$ cat config.mk
export PLATFORM = sky130hd
export DESIGN_NAME = pcs_top
export DESIGN_NICKNAME = d
export VERILOG_FILES = /design/src/rtl/pcs_pkg.sv /design/src/rtl/pcs_target.sv /design/src/rtl/pcs_sp.sv /design/src/rtl/pcs_ctrl.sv /design/src/rtl/pcs_top.sv
export SDC_FILE = /design/constraint.sdc
export NUM_CORES = 1
export LEC_CHECK = 0
export ABC_AREA = 1
export BUFFER_PORTS_ARGS = -buffer_cell sky130_fd_sc_hd__buf_2
export CELL_PAD_IN_SITES_DETAIL_PLACEMENT = 1
export CELL_PAD_IN_SITES_GLOBAL_PLACEMENT = 2
export CORE_UTILIZATION = 28
export DETAILED_ROUTE_END_ITERATION = 12
export PLACE_DENSITY_LB_ADDON = 0.2
export RECOVER_POWER = 25
export SLEW_MARGIN = 30
export SYNTH_ARGS = -nofsm -noshare
export SYNTH_HDL_FRONTEND = slang
export SYNTH_SLANG_ARGS = --single-unit
$ cat constraint.sdc
create_clock -name clk_i -period 1.4 [get_ports clk_i]
set_input_delay 0.21 -clock clk_i [delete_from_list [all_inputs] [get_ports clk_i]]
set_output_delay 0.21 -clock clk_i [all_outputs]
set_load 0.05 [all_outputs]
$ cat src/rtl/pcs_pkg.sv
package pcs_pkg;
  typedef enum logic [2:0] {
    CMD_NONE  = 3'd0,
    CMD_ACALL = 3'd1,
    CMD_LCALL = 3'd2,
    CMD_RET   = 3'd3,
    CMD_RETI  = 3'd4,
    CMD_SJMP  = 3'd5
  } cmd_e;

  typedef enum logic [1:0] {
    ST_IDLE  = 2'd0,
    ST_STEP1 = 2'd1,
    ST_STEP2 = 2'd2
  } st_e;
endpackage

$ cat src/rtl/pcs_target.sv
module pcs_target
  import pcs_pkg::*;
#(
  parameter int DATA_W = 8,
  parameter int PAGE_W = 11,
  localparam int PC_W  = 2 * DATA_W,
  localparam int HI_W  = PAGE_W - DATA_W
) (
  input  logic [2:0]        cmd_i,
  input  logic [PC_W-1:0]   pc_i,
  input  logic [DATA_W-1:0] ins0_i,
  input  logic [DATA_W-1:0] ins1_i,
  input  logic [DATA_W-1:0] ins2_i,
  output logic [PC_W-1:0]   ret_o,
  output logic [PC_W-1:0]   tgt_o
);
  logic [PC_W-1:0] len;
  logic [PC_W-1:0] rel;

  always_comb begin
    unique case (cmd_e'(cmd_i))
      CMD_LCALL:          len = PC_W'(3);
      CMD_ACALL, CMD_SJMP: len = PC_W'(2);
      default:            len = PC_W'(1);
    endcase
  end

  assign ret_o = pc_i + len;
  assign rel   = {{(PC_W-DATA_W){ins1_i[DATA_W-1]}}, ins1_i};

  always_comb begin
    unique case (cmd_e'(cmd_i))
      CMD_ACALL: tgt_o = {ret_o[PC_W-1:PAGE_W], ins0_i[DATA_W-1 -: HI_W], ins1_i};
      CMD_LCALL: tgt_o = {ins1_i, ins2_i};
      CMD_SJMP:  tgt_o = ret_o + rel;
      default:   tgt_o = '0;
    endcase
  end
endmodule

$ cat src/rtl/pcs_sp.sv
module pcs_sp #(
  parameter int              SP_W   = 8,
  parameter logic [SP_W-1:0] SP_RST = 8'h07
) (
  input  logic            clk_i,
  input  logic            rst_ni,
  input  logic            inc_i,
  input  logic            dec_i,
  output logic [SP_W-1:0] sp_o,
  output logic [SP_W-1:0] sp_inc_o
);
  logic [SP_W-1:0] sp_q;

  always_ff @(posedge clk_i or negedge rst_ni) begin
    if (!rst_ni)    sp_q <= SP_RST;
    else if (inc_i) sp_q <= sp_q + SP_W'(1);
    else if (dec_i) sp_q <= sp_q - SP_W'(1);
  end

  assign sp_o     = sp_q;
  assign sp_inc_o = sp_q + SP_W'(1);

  AST_SP_HOLD: assert property (@(posedge clk_i) disable iff (!rst_ni)
    (!inc_i && !dec_i) |=> $stable(sp_q));
  AST_SP_NO_CLASH: assert property (@(posedge clk_i) disable iff (!rst_ni)
    !(inc_i && dec_i));
endmodule

$ cat src/rtl/pcs_ctrl.sv
module pcs_ctrl
  import pcs_pkg::*;
(
  input  logic       clk_i,
  input  logic       rst_ni,
  input  logic       valid_i,
  input  logic [2:0] cmd_i,
  output logic       accept_o,
  output logic       push_o,
  output logic       pop_o,
  output logic       step1_o,
  output logic       step2_o,
  output logic       done_o,
  output logic       rel_o
);
  st_e  st_q, st_d;
  cmd_e cmd_q;
  logic legal, busy, is_call, is_ret;
  logic done_q, rel_q;

  assign legal    = (cmd_i >= 3'd1) && (cmd_i <= 3'd5);
  assign accept_o = valid_i && legal && (st_q == ST_IDLE);
  assign busy     = (st_q != ST_IDLE);
  assign is_call  = (cmd_q == CMD_ACALL) || (cmd_q == CMD_LCALL);
  assign is_ret   = (cmd_q == CMD_RET) || (cmd_q == CMD_RETI);

  always_comb begin
    st_d = st_q;
    unique case (st_q)
      ST_IDLE:  if (accept_o) st_d = ST_STEP1;
      ST_STEP1: st_d = ST_STEP2;
      default:  st_d = ST_IDLE;
    endcase
  end

  always_ff @(posedge clk_i or negedge rst_ni) begin
    if (!rst_ni) begin
      st_q   <= ST_IDLE;
      cmd_q  <= CMD_NONE;
      done_q <= 1'b0;
      rel_q  <= 1'b0;
    end else begin
      st_q   <= st_d;
      if (accept_o) cmd_q <= cmd_e'(cmd_i);
      done_q <= (st_q == ST_STEP2);
      rel_q  <= (st_q == ST_STEP2) && (cmd_q == CMD_RETI);
    end
  end

  assign push_o  = busy && is_call;
  assign pop_o   = busy && is_ret;
  assign step1_o = (st_q == ST_STEP1);
  assign step2_o = (st_q == ST_STEP2);
  assign done_o  = done_q;
  assign rel_o   = rel_q;

  AST_DONE_PULSE: assert property (@(posedge clk_i) disable iff (!rst_ni)
    done_o |=> !done_o);
  AST_REL_IN_DONE: assert property (@(posedge clk_i) disable iff (!rst_ni)
    rel_o |-> done_o);
  AST_SJMP_QUIET: assert property (@(posedge clk_i) disable iff (!rst_ni)
    (busy && cmd_q == CMD_SJMP) |-> (!push_o && !pop_o));
  AST_BUSY_IGNORE: assert property (@(posedge clk_i) disable iff (!rst_ni)
    step1_o |=> step2_o);
endmodule

$ cat src/rtl/pcs_top.sv
module pcs_top
  import pcs_pkg::*;
#(
  parameter int   DATA_W = 8,
  parameter int   PAGE_W = 11,
  parameter logic [7:0] SP_RST = 8'h07,
  localparam int  PC_W   = 2 * DATA_W
) (
  input  logic              clk_i,
  input  logic              rst_ni,
  input  logic              cmd_valid_i,
  input  logic [2:0]        cmd_i,
  input  logic [PC_W-1:0]   pc_i,
  input  logic [DATA_W-1:0] ins0_i,
  input  logic [DATA_W-1:0] ins1_i,
  input  logic [DATA_W-1:0] ins2_i,
  input  logic [DATA_W-1:0] ram_rdata_i,
  output logic              ram_we_o,
  output logic              ram_re_o,
  output logic [DATA_W-1:0] ram_addr_o,
  output logic [DATA_W-1:0] ram_wdata_o,
  output logic [PC_W-1:0]   pc_o,
  output logic [DATA_W-1:0] sp_o,
  output logic              done_o,
  output logic              irq_rel_o
);
  logic              accept, push, pop, step1, step2;
  logic [PC_W-1:0]   ret_c, tgt_c, ret_q, tgt_q, pc_q;
  logic [DATA_W-1:0] sp, sp_inc, hi_q;

  pcs_ctrl u_ctrl (
    .clk_i    (clk_i),
    .rst_ni   (rst_ni),
    .valid_i  (cmd_valid_i),
    .cmd_i    (cmd_i),
    .accept_o (accept),
    .push_o   (push),
    .pop_o    (pop),
    .step1_o  (step1),
    .step2_o  (step2),
    .done_o   (done_o),
    .rel_o    (irq_rel_o)
  );

  pcs_target #(.DATA_W(DATA_W), .PAGE_W(PAGE_W)) u_tgt (
    .cmd_i  (cmd_i),
    .pc_i   (pc_i),
    .ins0_i (ins0_i),
    .ins1_i (ins1_i),
    .ins2_i (ins2_i),
    .ret_o  (ret_c),
    .tgt_o  (tgt_c)
  );

  pcs_sp #(.SP_W(DATA_W), .SP_RST(SP_RST)) u_sp (
    .clk_i    (clk_i),
    .rst_ni   (rst_ni),
    .inc_i    (push),
    .dec_i    (pop),
    .sp_o     (sp),
    .sp_inc_o (sp_inc)
  );

  always_ff @(posedge clk_i or negedge rst_ni) begin
    if (!rst_ni) begin
      ret_q <= '0;
      tgt_q <= '0;
      hi_q  <= '0;
      pc_q  <= '0;
    end else begin
      if (accept) begin
        ret_q <= ret_c;
        tgt_q <= tgt_c;
      end
      if (pop && step1) hi_q <= ram_rdata_i;
      if (step2) pc_q <= pop ? {hi_q, ram_rdata_i} : tgt_q;
    end
  end

  // pre-increment push, post-decrement pop
  assign ram_we_o    = push;
  assign ram_re_o    = pop;
  assign ram_addr_o  = push ? sp_inc : sp;
  assign ram_wdata_o = step2 ? ret_q[PC_W-1:DATA_W] : ret_q[DATA_W-1:0];
  assign pc_o        = pc_q;
  assign sp_o        = sp;

  AST_PUSH_ORDER: assert property (@(posedge clk_i) disable iff (!rst_ni)
    (ram_we_o && $past(ram_we_o)) |-> (ram_addr_o == DATA_W'($past(ram_addr_o) + 1'b1)));
  AST_POP_ORDER: assert property (@(posedge clk_i) disable iff (!rst_ni)
    (ram_re_o && $past(ram_re_o)) |-> (ram_addr_o == DATA_W'($past(ram_addr_o) - 1'b1)));
  AST_ONE_PORT: assert property (@(posedge clk_i) disable iff (!rst_ni)
    !(ram_we_o && ram_re_o));
  AST_PC_STABLE: assert property (@(posedge clk_i) disable iff (!rst_ni)
    (!$past(step2)) |-> $stable(pc_o));
endmodule

==> results.cfg, run 1 <==
[run_status]
status = finished with violations
violations = setup timing

[clock_tree]
cts_tree = done
cts_buffers = 9
clock_latency_ns = 0.35
cts-root-buf = clkbuf_16
cts_sinks = 71
clkSlewWorstSetupHoldPaths_ns = 0.06
clockBufferDepth = 2
htreeDepth = 3

[power]
power.leakage_nw = 4.69
power_mw = 15.4
power_frac_seq_pct = 22.1
p_sw_share_pct = 45.7
power.internal_mw = 8.38
ir_drop_uv = 1030
p_clk_share_pct = 17.0
p_comb_share_pct = 60.9
p_per_area_nw_per_um2 = 1570
power_switching_mw = 7.05

[flow_run]
cap_violations = 0

[synthesis]
yosys.area_share.simple_pct = 29.4
syn-cell-area_um2 = 4820
synth.avg_cell_area_um2 = 7.08
synth_top_family_by_area = simple AND/OR/NAND/NOR gates
synthAdderAreaFrac_pct = 6.80
syn-instance-count = 681
seq_area_frac_synth_pct = 36.9
synth_compound_area_share_pct = 13.9
synth_cell_type_count = 42
synth_xor_area_share_pct = 3.06
ys_warn_count = 0
ys_seq_elements = 71
synth_mux_area_share_pct = 1.87
syn_nets = 760

[timing]
layout_worst_path_cycle_share_pct = 213
relSlewSlack_pct = 52.4
hold_viol_final = 0
finalCriticalPeriod_ns = 2.98
rsz0062_at_grt = yes
fmax_mhz = 336
setup_viol = 85
worst_slew_pin_slew_ns = 0.714
finalMaxSlewViolations = 0
finClkSkew_ns = 0.00943
hold_slack_ns = 0.128
fin_tns_setup_ns = -45.87
setup_slack_ns = -1.58

[drt]
drt_pass1_iterations = 4
routed_wl_um = 24700
drtIter0Drc = 197
wl_per_cell_um = 20.5
drc_errors = 0
ant_nets = 0
num_vias = 6027
viasPerCell = 4.99

[finish]
fillers = 1879
final_common_cell = nand2_1
final_cell_mix = nand2_1 (166), buf_4 (146), buf_2 (67)
area_growth_syn_to_layout_pct = 104
final_area_um2 = 9840
drive_gt1_share_pct = 60.8
nNetsFinal = 1061
antenna_cells = 0

[floorplanning]
coreArea_um2 = 16700
die-area_um2 = 17700
rows = 47
initial_utilization_pct = 28.9
die_y_um = 133
ioPinCount = 98
die_width_um = 133

[worst_setup_path]
required_ns = 1.69
startpoint_type = primary input
critPathMaxFanout = 6
crit_type = in2reg
r2r_slack_ns = -0.43
ff2ff_path_depth = 11
cp.arrival_ns = 3.26
r2r_start = u_sp.sp_o[0]$_DFFE_PN1P_
end_kind = register
regToRegEndpoint = u_sp.sp_o[4]$_DFFE_PN0P_

[placement]
port_buffers = 92
dp_hpwl_um = 15300
dpl_worst_slack_ns = -2.05
gp_congestion = 0.835
placed_area_um2 = 7070

[worst_hold_path]
min_to = hi_q[5]$_DFFE_PN0P_
hold_depth = 2
hp-class = in2reg
min_from = ram_rdata_i[5]

[global_route]
grt_pass1_vias = 6518
antenna_found_initial = 0
grt_pass1_wl_um = 34700
overflow = 0
grt_max_degree = 30
grt_use_total_pct = 25.3
==> per-stage QoR <==
step                      instances  utilization (%)
after global placement         1119             42.3
final                          1207             58.9
after global routing           1207             58.9
after CTS                      1178             52.3
after detailed placement       1119             42.3
after floorplan                 681                -
==> worst max-delay path, stage by stage <==
cell	delay [ns]
buf_12	0.10
inv_12	0.03
nor3_4	0.22
inv_2	0.08
nand2_2	0.09
buf_4	0.11
buf_6	0.08
buf_6	0.09
ha_4	0.19
nand3_4	0.08
nand2_4	0.06
buf_6	0.12
xor2_4	0.16
buf_6	0.14
ha_4	0.29
nand2_1	0.07
o21ai_2	0.25
nand2_2	0.11
nand2_4	0.11
nand2_1	0.06
nand2_1	0.08
nor2_1	0.06
o21bai_1	0.25
nand2_1	0.12
nand2_1	0.09
==> layout make-up <==
cell class,instances,area (um^2),share of cell area [%]
inverters,73,342,3.47
clock inverters,6,92.6,0.941
clock buffers,10,239,2.43
well taps,220,275,2.80
multi-input cells,516,4310,43.8
repair buffers,311,2780,28.3
flip-flops and latches,71,1800,18.3
==> Yosys cell counts, drive strengths merged <==
cell | instances | area share [%]
nand2 | 238 | 19
o21ai | 89 | 9.2
inv | 73 | 5.7
dfrtp | 68 | 35
nor2 | 56 | 4.7
nand3 | 29 | 3.1
ha | 23 | 6.0
a21oi | 17 | 1.8
buf | 14 | 1.8
nor3 | 11 | 1.5
xor2 | 11 | 2.2
mux2 | 8 | 1.9
clkbuf | 7 | 0.55
o211ai | 7 | 1.2
xnor2 | 5 | 0.91
dfstp | 3 | 1.6
nand3b | 3 | 0.47
or2 | 3 | 0.39
a21o | 2 | 0.31
fa | 2 | 0.83
nand4 | 2 | 0.26
o21bai | 2 | 0.31
o221ai | 2 | 0.36
o31ai | 2 | 0.31
a21boi | 1 | 0.16
a22oi | 1 | 0.16
a31oi | 1 | 0.13
nor4 | 1 | 0.13
==> registers in the layout, indices dropped and copies added (netlist names) <==
register	cells
hi_q	8
u_ctrl.cmd_q	3
u_sp.sp_o	8
u_ctrl.done_o	1
ret_q	16
u_ctrl.st_q	2
tgt_q	16
pc_o	16
u_ctrl.rel_o	1
==> power groups by stage <==
| stage | Clock, mW | Combinational, mW | Sequential [mW] |
|---|---|---|---|
| floorplan | 0 | 3.19 | 4.30 |
| global placement | 0 | 6.31 | 3.23 |
| detailed placement | 0 | 6.46 | 3.27 |
| CTS | 2.62 | 7.95 | 3.26 |
| global route | 2.71 | 9.90 | 3.48 |
| finish | 2.62 | 9.40 | 3.41 |
==> metal layers <==
metal	share of wire [%]	track usage [%]	vias to the layer above
met4	3.6	7.07	0
li1	-	-	2786
met5	0	0	-
met1	39	29.2	3021
met2	55	49.1	156
met3	3.2	2.21	64
==> cell families (layout without fill, tap and decap cells) <==
logic type / after synthesis / after routing
compound gates: 124 / 124
fa+ha+maj: 25 / 25
buf+inv: 94 / 400
simple gates: 343 / 343
flops: 71 / 71
mux: 8 / 8
xor+xnor: 16 / 16
==> worst max-delay path by stage <==
stage / startpoint / end / slack, ns / depth (start not counted)
after CTS: cmd_i[2] / tgt_q[12]$_DFFE_PN0P_ / -1.35 / 21
after detailed placement: cmd_i[1] / tgt_q[7]$_DFFE_PN0P_ / -2.05 / 20
final: cmd_i[1] / tgt_q[8]$_DFFE_PN0P_ / -1.58 / 25
after global placement: cmd_i[1] / tgt_q[7]$_DFFE_PN0P_ / -2.11 / 20
after floorplan: cmd_i[1] / tgt_q[13]$_DFFE_PN0P_ / -1.39 / 21
after global routing: cmd_i[1] / tgt_q[13]$_DFFE_PN0P_ / -1.72 / 23
==> repair_timing <==
item,CTS,global route
pin swaps,66,83
hold buffers,1,0
setup endpoints to repair,89,88
cloned,4,5
hold endpoints to repair,14,0
buffers inserted,46,33
gates resized for setup,247,223
No activity file was read; power rests on OpenSTA's default activity.
==> run 2: changes to the inputs <==
--- a/config.mk
+++ b/config.mk
@@ -9,9 +9,9 @@
 export BUFFER_PORTS_ARGS = -buffer_cell sky130_fd_sc_hd__buf_2
 export CELL_PAD_IN_SITES_DETAIL_PLACEMENT = 1
 export CELL_PAD_IN_SITES_GLOBAL_PLACEMENT = 2
-export CORE_UTILIZATION = 28
+export CORE_UTILIZATION = 31
 export DETAILED_ROUTE_END_ITERATION = 12
-export PLACE_DENSITY_LB_ADDON = 0.2
+export PLACE_DENSITY_LB_ADDON = 0.1
 export RECOVER_POWER = 25
 export SLEW_MARGIN = 30
 export SYNTH_ARGS = -nofsm -noshare
==> constraint.sdc (replaced) <==
create_clock -name clk_i -period 3.4 [get_ports clk_i]
set_input_delay 0.17 -clock clk_i [delete_from_list [all_inputs] [get_ports clk_i]]
set_output_delay 0.17 -clock clk_i [all_outputs]
set_load 0.05 [all_outputs]
==> run 2 against run 1 <==
  * The flow now finishes without violations
  * Count of clock-buffer cells in the layout rose by 1
  * Final area fell by 39%
  * Global-route usage fell by 3.7 points
  * Register-to-register slack improved by 1.7 ns
  * Critical endpoint is now tgt_q[6]$_DFFE_PN0P_
  * First-iteration DRC count rose by 6.1%
  * Clock skew fell by 0.0042 ns
  * Sequential share of layout area rose by 11 points
  * Flip-flop and latch count did not move
  * Total power fell by 73%
  * Via count fell by 20%
  * Final cell count fell by 17%
  * Clock power fell by 65%
==> results.cfg, run 2 (same netlist as run 1, synthesis figures left out) <==
[worst_setup_path]
startpoint_type = primary input
crit_buf_inv = 5
critical_path.max_stage_delay_ns = 0.32
critPathMaxFanout = 5
r2r_start = u_ctrl.st_q[1]$_DFFE_PN0P_
cpMostUsedCell = nand2_1
r2r_slack_ns = 1.22
regToRegEndpoint = u_sp.sp_o[0]$_DFFE_PN1P_
required_ns = 3.68
cp_slowest_cell = o211ai_1
ff2ff_path_depth = 5
cp_top_family = simple AND/OR/NAND/NOR gates
crit_type = in2reg
cp_cell_sequence = buf_2, buf_4, nand2_1, nand2_1, buf_4, ha_1, nand3_1, nand2_2, nand2_2, xor2_1, inv_1, ha_1, a21oi_1, nand2_1, buf_4, nand2_1, nand2_1, o211ai_1, nand2_1, nand2_1
cp.arrival_ns = 3.34
end_kind = register

[placement]
placed_area_um2 = 5710
dp_hpwl_um = 13000
dpl_worst_slack_ns = -0.293
gp_congestion = 0.901
port_buffers = 92
dp.cells = 981

[clock_tree]
cts_buffers = 9
cts_setup_buffers = 0
clock_latency_ns = 0.34
clockBufferDepth = 2
htreeDepth = 3
clkSlewWorstSetupHoldPaths_ns = 0.06
cts_tree = done
cts_sinks = 71
cts-root-buf = clkbuf_16

[global_route]
grt_pass1_wl_um = 26700
overflow = 0
grt_use_total_pct = 21.6
grt_pass1_vias = 5020
antenna_found_initial = 0
grt_max_degree = 47

[drt]
drt_pass1_iterations = 4
viasPerCell = 4.81
wl_per_cell_um = 16.3
ant_nets = 0
num_vias = 4797
routed_wl_um = 16300
drtIter0Drc = 209
drc_errors = 0

[finish]
post-route-util_pct = 39.4
final_area_um2 = 5990
drive_gt1_share_pct = 18.4
antenna_cells = 0
nNetsFinal = 884
final_common_cell = nand2_1
final_cell_mix = nand2_1 (234), o21ai_0 (76), inv_1 (71), buf_2 (71), dfrtp_1 (68)
finalNonFillerCells = 997
area_growth_syn_to_layout_pct = 24.4

[floorplanning]
die_width_um = 127
ioPinCount = 98
die_y_um = 127
rows = 45
initial_utilization_pct = 31.7
coreArea_um2 = 15200
die-area_um2 = 16100

[timing]
layout_worst_path_cycle_share_pct = 90.1
finalMaxSlewViolations = 0
rsz0062_at_grt = no
fmax_mhz = 326
relSlewSlack_pct = 4.59
finClkSkew_ns = 0.00518
setup_slack_ns = 0.335
fin_tns_setup_ns = 0
finalCriticalPeriod_ns = 3.06
worst_slew_pin_slew_ns = 1.43
hold_slack_ns = 0.0596
hold_viol_final = 0
setup_viol = 0

[power]
power_mw = 4.20
power.internal_mw = 2.20
power_frac_seq_pct = 31.2
p_sw_share_pct = 47.5
p_comb_share_pct = 46.9
ir_drop_uv = 265
p_per_area_nw_per_um2 = 701
power.leakage_nw = 3.10
p_clk_share_pct = 21.8
power_switching_mw = 2.00

[worst_hold_path]
min_from = ram_rdata_i[2]
hold_depth = 2
min_to = hi_q[2]$_DFFE_PN0P_
hp-class = in2reg

[flow_run]
cap_violations = 0

[run_status]
status = completed
[run 2: worst max-delay path by stage]
stage,from,to,depth (start not counted)
floorplan,cmd_i[2],tgt_q[13]$_DFFE_PN0P_,20
finish,cmd_i[0],tgt_q[6]$_DFFE_PN0P_,20
detailed placement,cmd_i[1],tgt_q[15]$_DFFE_PN0P_,24
global placement,cmd_i[2],tgt_q[15]$_DFFE_PN0P_,26
global route,cmd_i[1],tgt_q[15]$_DFFE_PN0P_,27
CTS,cmd_i[1],tgt_q[15]$_DFFE_PN0P_,24
[run 2: layout make-up]
type                       count  area (um^2)
inverter                      73          274
clock buffer                  11          233
timing repair buffer         134          752
sequential                    71         1780
fill                        1982         9210
tap                          188          235
clock inverter                 4         47.5
multi-input combinational    516         2670
[run 2: power by group through the flow]
stage / clock [mW] / combinational [mW] / sequential (mW)
global route: 0.978 / 2.17 / 1.36
detailed placement: 0 / 2.01 / 1.32
floorplan: 0 / 1.04 / 1.73
CTS: 0.943 / 2.02 / 1.31
global placement: 0 / 1.98 / 1.31
finish: 0.918 / 1.97 / 1.31
[run 2: what timing repair did]
| item | 4_1_cts | 5_1_grt |
|---|---|---|
| endpoints found under the hold margin | 25 | 0 |
| hold buffers | 1 | 0 |
| setup endpoints to repair | 0 | 9 |
| resized for setup | 0 | 4 |
[run 2: routing by layer]
metal  global-route usage [%]  vias to the layer above  routed length [um]
met5                        0                        -                   0
met4                     5.11                        0                 190
met3                     3.33                       15                 535
met2                     36.4                       80                7780
met1                     29.0                     2274                7790
li1                         -                     2428                   -
==> run 3: changes to the inputs <==
--- a/config.mk
+++ b/config.mk
@@ -9,11 +9,12 @@
 export BUFFER_PORTS_ARGS = -buffer_cell sky130_fd_sc_hd__buf_2
 export CELL_PAD_IN_SITES_DETAIL_PLACEMENT = 1
 export CELL_PAD_IN_SITES_GLOBAL_PLACEMENT = 2
-export CORE_UTILIZATION = 31
+export CORE_UTILIZATION = 33
 export DETAILED_ROUTE_END_ITERATION = 12
 export PLACE_DENSITY_LB_ADDON = 0.1
 export RECOVER_POWER = 25
 export SLEW_MARGIN = 30
 export SYNTH_ARGS = -nofsm -noshare
 export SYNTH_HDL_FRONTEND = slang
+export SYNTH_HIERARCHICAL = 1
 export SYNTH_SLANG_ARGS = --single-unit
==> constraint.sdc (replaced) <==
create_clock -name clk_i -period 3.62 [get_ports clk_i]
set_input_delay 0.181 -clock clk_i [delete_from_list [all_inputs] [get_ports clk_i]]
set_output_delay 0.181 -clock clk_i [all_outputs]
set_load 0.05 [all_outputs]
==> run 3 against run 2 <==
  * Final area increased by 2.5%
  * Clock skew increased by 0.0018 ns
  * Synthesized cell count increased by 11%
  * Critical path depth increased by 2
  * Core utilization increased by 0.82 points
  * Worst setup slack improved by 0.10 ns
  * Flip-flop and latch count unchanged
  * Clock power decreased by 14%
  * Final cell count increased by 7.7%
  * Critical path type unchanged
==> results.cfg, run 3 <==
[drt]
drt_pass1_iterations = 4
drtIter0Drc = 225
viasPerCell = 4.67
num_vias = 5011
drc_errors = 0
ant_nets = 0
wl_per_cell_um = 14.7
routed_wl_um = 15800

[floorplanning]
ioPinCount = 98
die-area_um2 = 16200
die_width_um = 127
rows = 45
die_y_um = 127
coreArea_um2 = 15300
initial_utilization_pct = 34.0

[synthesis]
seq_area_frac_synth_pct = 34.3
synthArstFlopShare_pct = 100
synth.top_cell.area_share_pct = 32.8
synth_most_common_cell = nand2_1
synth-edff-count = 0
syn-instance-count = 758
yosysTopAreaCell = dfrtp_1
syn_nets = 835
syn-cell-area_um2 = 5190
ys_seq_elements = 71
ys.flop_type = dfrtp_1
synth_common_cells = nand2_1 (255), inv_1 (128), dfrtp_1 (68)
synth.avg_cell_area_um2 = 6.84
ys_warn_count = 6
synth_cell_type_count = 42
synthTopCellsByArea = dfrtp_1 (33%), nand2_1 (18%), inv_1 (9.3%), o21ai_0 (5.4%), nand3_1 (5.2%)

[worst_setup_path]
cp.arrival_ns = 3.39
cp_cell_sequence = buf_2, buf_4, nand2_1, ha_1, inv_1, fa_1, nor3_1, nand3_1, xor2_1, ha_1, nand2_1, inv_1, a21oi_1, nand2_1, inv_1, nand2_1, inv_1, nand2_1, nand3_1, nand2_1, nand2_1, o21ai_0
crit_buf_inv = 6
cp_slowest_cell = fa_1
critPathMaxFanout = 4
crit_type = in2reg
critical_path.max_stage_delay_ns = 0.45
startpoint_type = primary input
end_kind = register
cpMostUsedCell = nand2_1
required_ns = 3.83
cp_top_family = simple AND/OR/NAND/NOR gates

[clock_tree]
htreeDepth = 3
cts-root-buf = clkbuf_16
clockBufferDepth = 2
cts_setup_buffers = 0
cts_sinks = 71
cts_tree = done
clock_latency_ns = 0.33
clkSlewWorstSetupHoldPaths_ns = 0.06
cts_buffers = 9

[finish]
antenna_cells = 0
area_growth_syn_to_layout_pct = 18.4
nNetsFinal = 936
final_cell_mix = nand2_1 (255), inv_1 (128), buf_2 (74)
final_common_cell = nand2_1
drive_gt1_share_pct = 17.6

[timing]
finalMaxSlewViolations = 0
worst_slew_pin_slew_ns = 1.43
fmax_mhz = 314
hold_viol_final = 0
fin_tns_setup_ns = 0
relSlewSlack_pct = 4.40
rsz0062_at_grt = no
layout_worst_path_cycle_share_pct = 87.8
setup_viol = 0
finalCriticalPeriod_ns = 3.18
setup_slack_ns = 0.440
finClkSkew_ns = 0.00702

[global_route]
overflow = 0
antenna_found_initial = 0
grt_pass1_wl_um = 26200
grt_max_degree = 34
grt_use_total_pct = 20.7
grt_pass1_vias = 5084

[power]
power_mw = 4.03
ir_drop_uv = 268
p_per_area_nw_per_um2 = 657
power.leakage_nw = 3.28

[placement]
dp_hpwl_um = 12700
gp_congestion = 0.894
dpl_worst_slack_ns = 0.0424
port_buffers = 92

[run_status]
status = completed

[flow_run]
cap_violations = 0

[worst_hold_path]
hp-class = in2reg
run 3: cell count changes in the layout (fill, tap and decap cells not counted), moves of 5 or more:
cell,before,now
nand2_2,3,12
xnor2_1,5,10
mux2_1,8,0
o21ai_0,76,56
o21ai_2,0,11
o21ai_1,13,1
nor2_1,52,37
buf_4,41,17
nand2_1,234,255
inv_1,71,128
nand3_1,28,55
run 3: worst paths after layout:
| path | startpoint | endpoint | slack [ns] | depth (start not counted) |
|---|---|---|---|---|
| max | cmd_i[0] | tgt_q[15]$_DFFE_PN0P_ | 0.44 | 22 |
| min | ram_rdata_i[6] | hi_q[6]$_DFFE_PN0P_ | 0.12 | 3 |
| max reg2reg | u_ctrl/st_q[1]$_DFFE_PN0P_ | tgt_q[5]$_DFFE_PN0P_ | 1.33 | 5 |
| min reg2reg | pc_o[7]$_DFFE_PN0P_ | pc_o[7]$_DFFE_PN0P_ | 0.48 | 2 |
| max in group asynchronous | rst_ni | u_ctrl/cmd_q[0]$_DFFE_PN0P_ | 1.79 | 3 |
| min in group asynchronous | rst_ni | pc_o[8]$_DFFE_PN0P_ | 0.72 | 2 |
run 3: cell families (layout without fill, tap and decap cells):
family          count (synthesis)  count (layout)  synth area share [%]
compound gates                 99              99                  11.3
xor+xnor                       20              20                  3.38
simple gates                  393             393                  32.9
fa+ha+maj                      23              23                  5.84
buf+inv                       152             257                  12.2
flops                          71              71                  34.3
run 3: what timing repair did:
action,4_1_cts,5_1_grt
resized for setup,0,1
hold buffers,1,0
hold endpoints to repair,24,0
setup endpoints to repair,0,3
run 3: per-layer routing:
| layer | vias up | share of wire [%] | wire length (um) | global-route usage, % |
|---|---|---|---|---|
| li1 | 2562 | - | - | - |
| met1 | 2359 | 49 | 7780 | 28.2 |
| met2 | 76 | 47 | 7390 | 34.2 |
| met3 | 14 | 2.2 | 342 | 3.06 |
| met4 | 0 | 1.7 | 272 | 6.02 |
| met5 | - | 0 | 0 | 0 |
run 3: area by class of cell:
cell class,count,area [um^2]
clock inverters,4,23.8
flip-flops and latches,71,1780
inverters,132,498
clock buffers,11,233
fillers,2017,9120
multi-input cells,535,2770
repair buffers,110,576
well taps,211,264
run 3: power breakdown:
part           internal, mW  leakage (nW)  switching, mW  total [mW]
combinational         0.505          2.26           1.49        1.99
clock                 0.458         0.129          0.333       0.791
sequential             1.07         0.893          0.180        1.25
run 3: through the flow:
step	util, %	cells	cell area, um^2	hold WS (ns)
2_1_floorplan	-	758	5190	-0.115
3_3_place_gp	38.7	1058	5900	0.219
3_5_place_dp	38.7	1058	5900	0.230
4_1_cts	40.4	1074	6170	0.105
5_1_grt	40.2	1074	6140	0.132
6_report	40.2	1074	6140	0.115
run 3: worst reg2reg max path, cell delays in order (launching register included):
cell and delay, ns:
dfrtp_1 0.41, nor2_1 0.30, nand3_1 0.23, inv_1 0.67
buf_4 0.40, o21ai_0 0.15
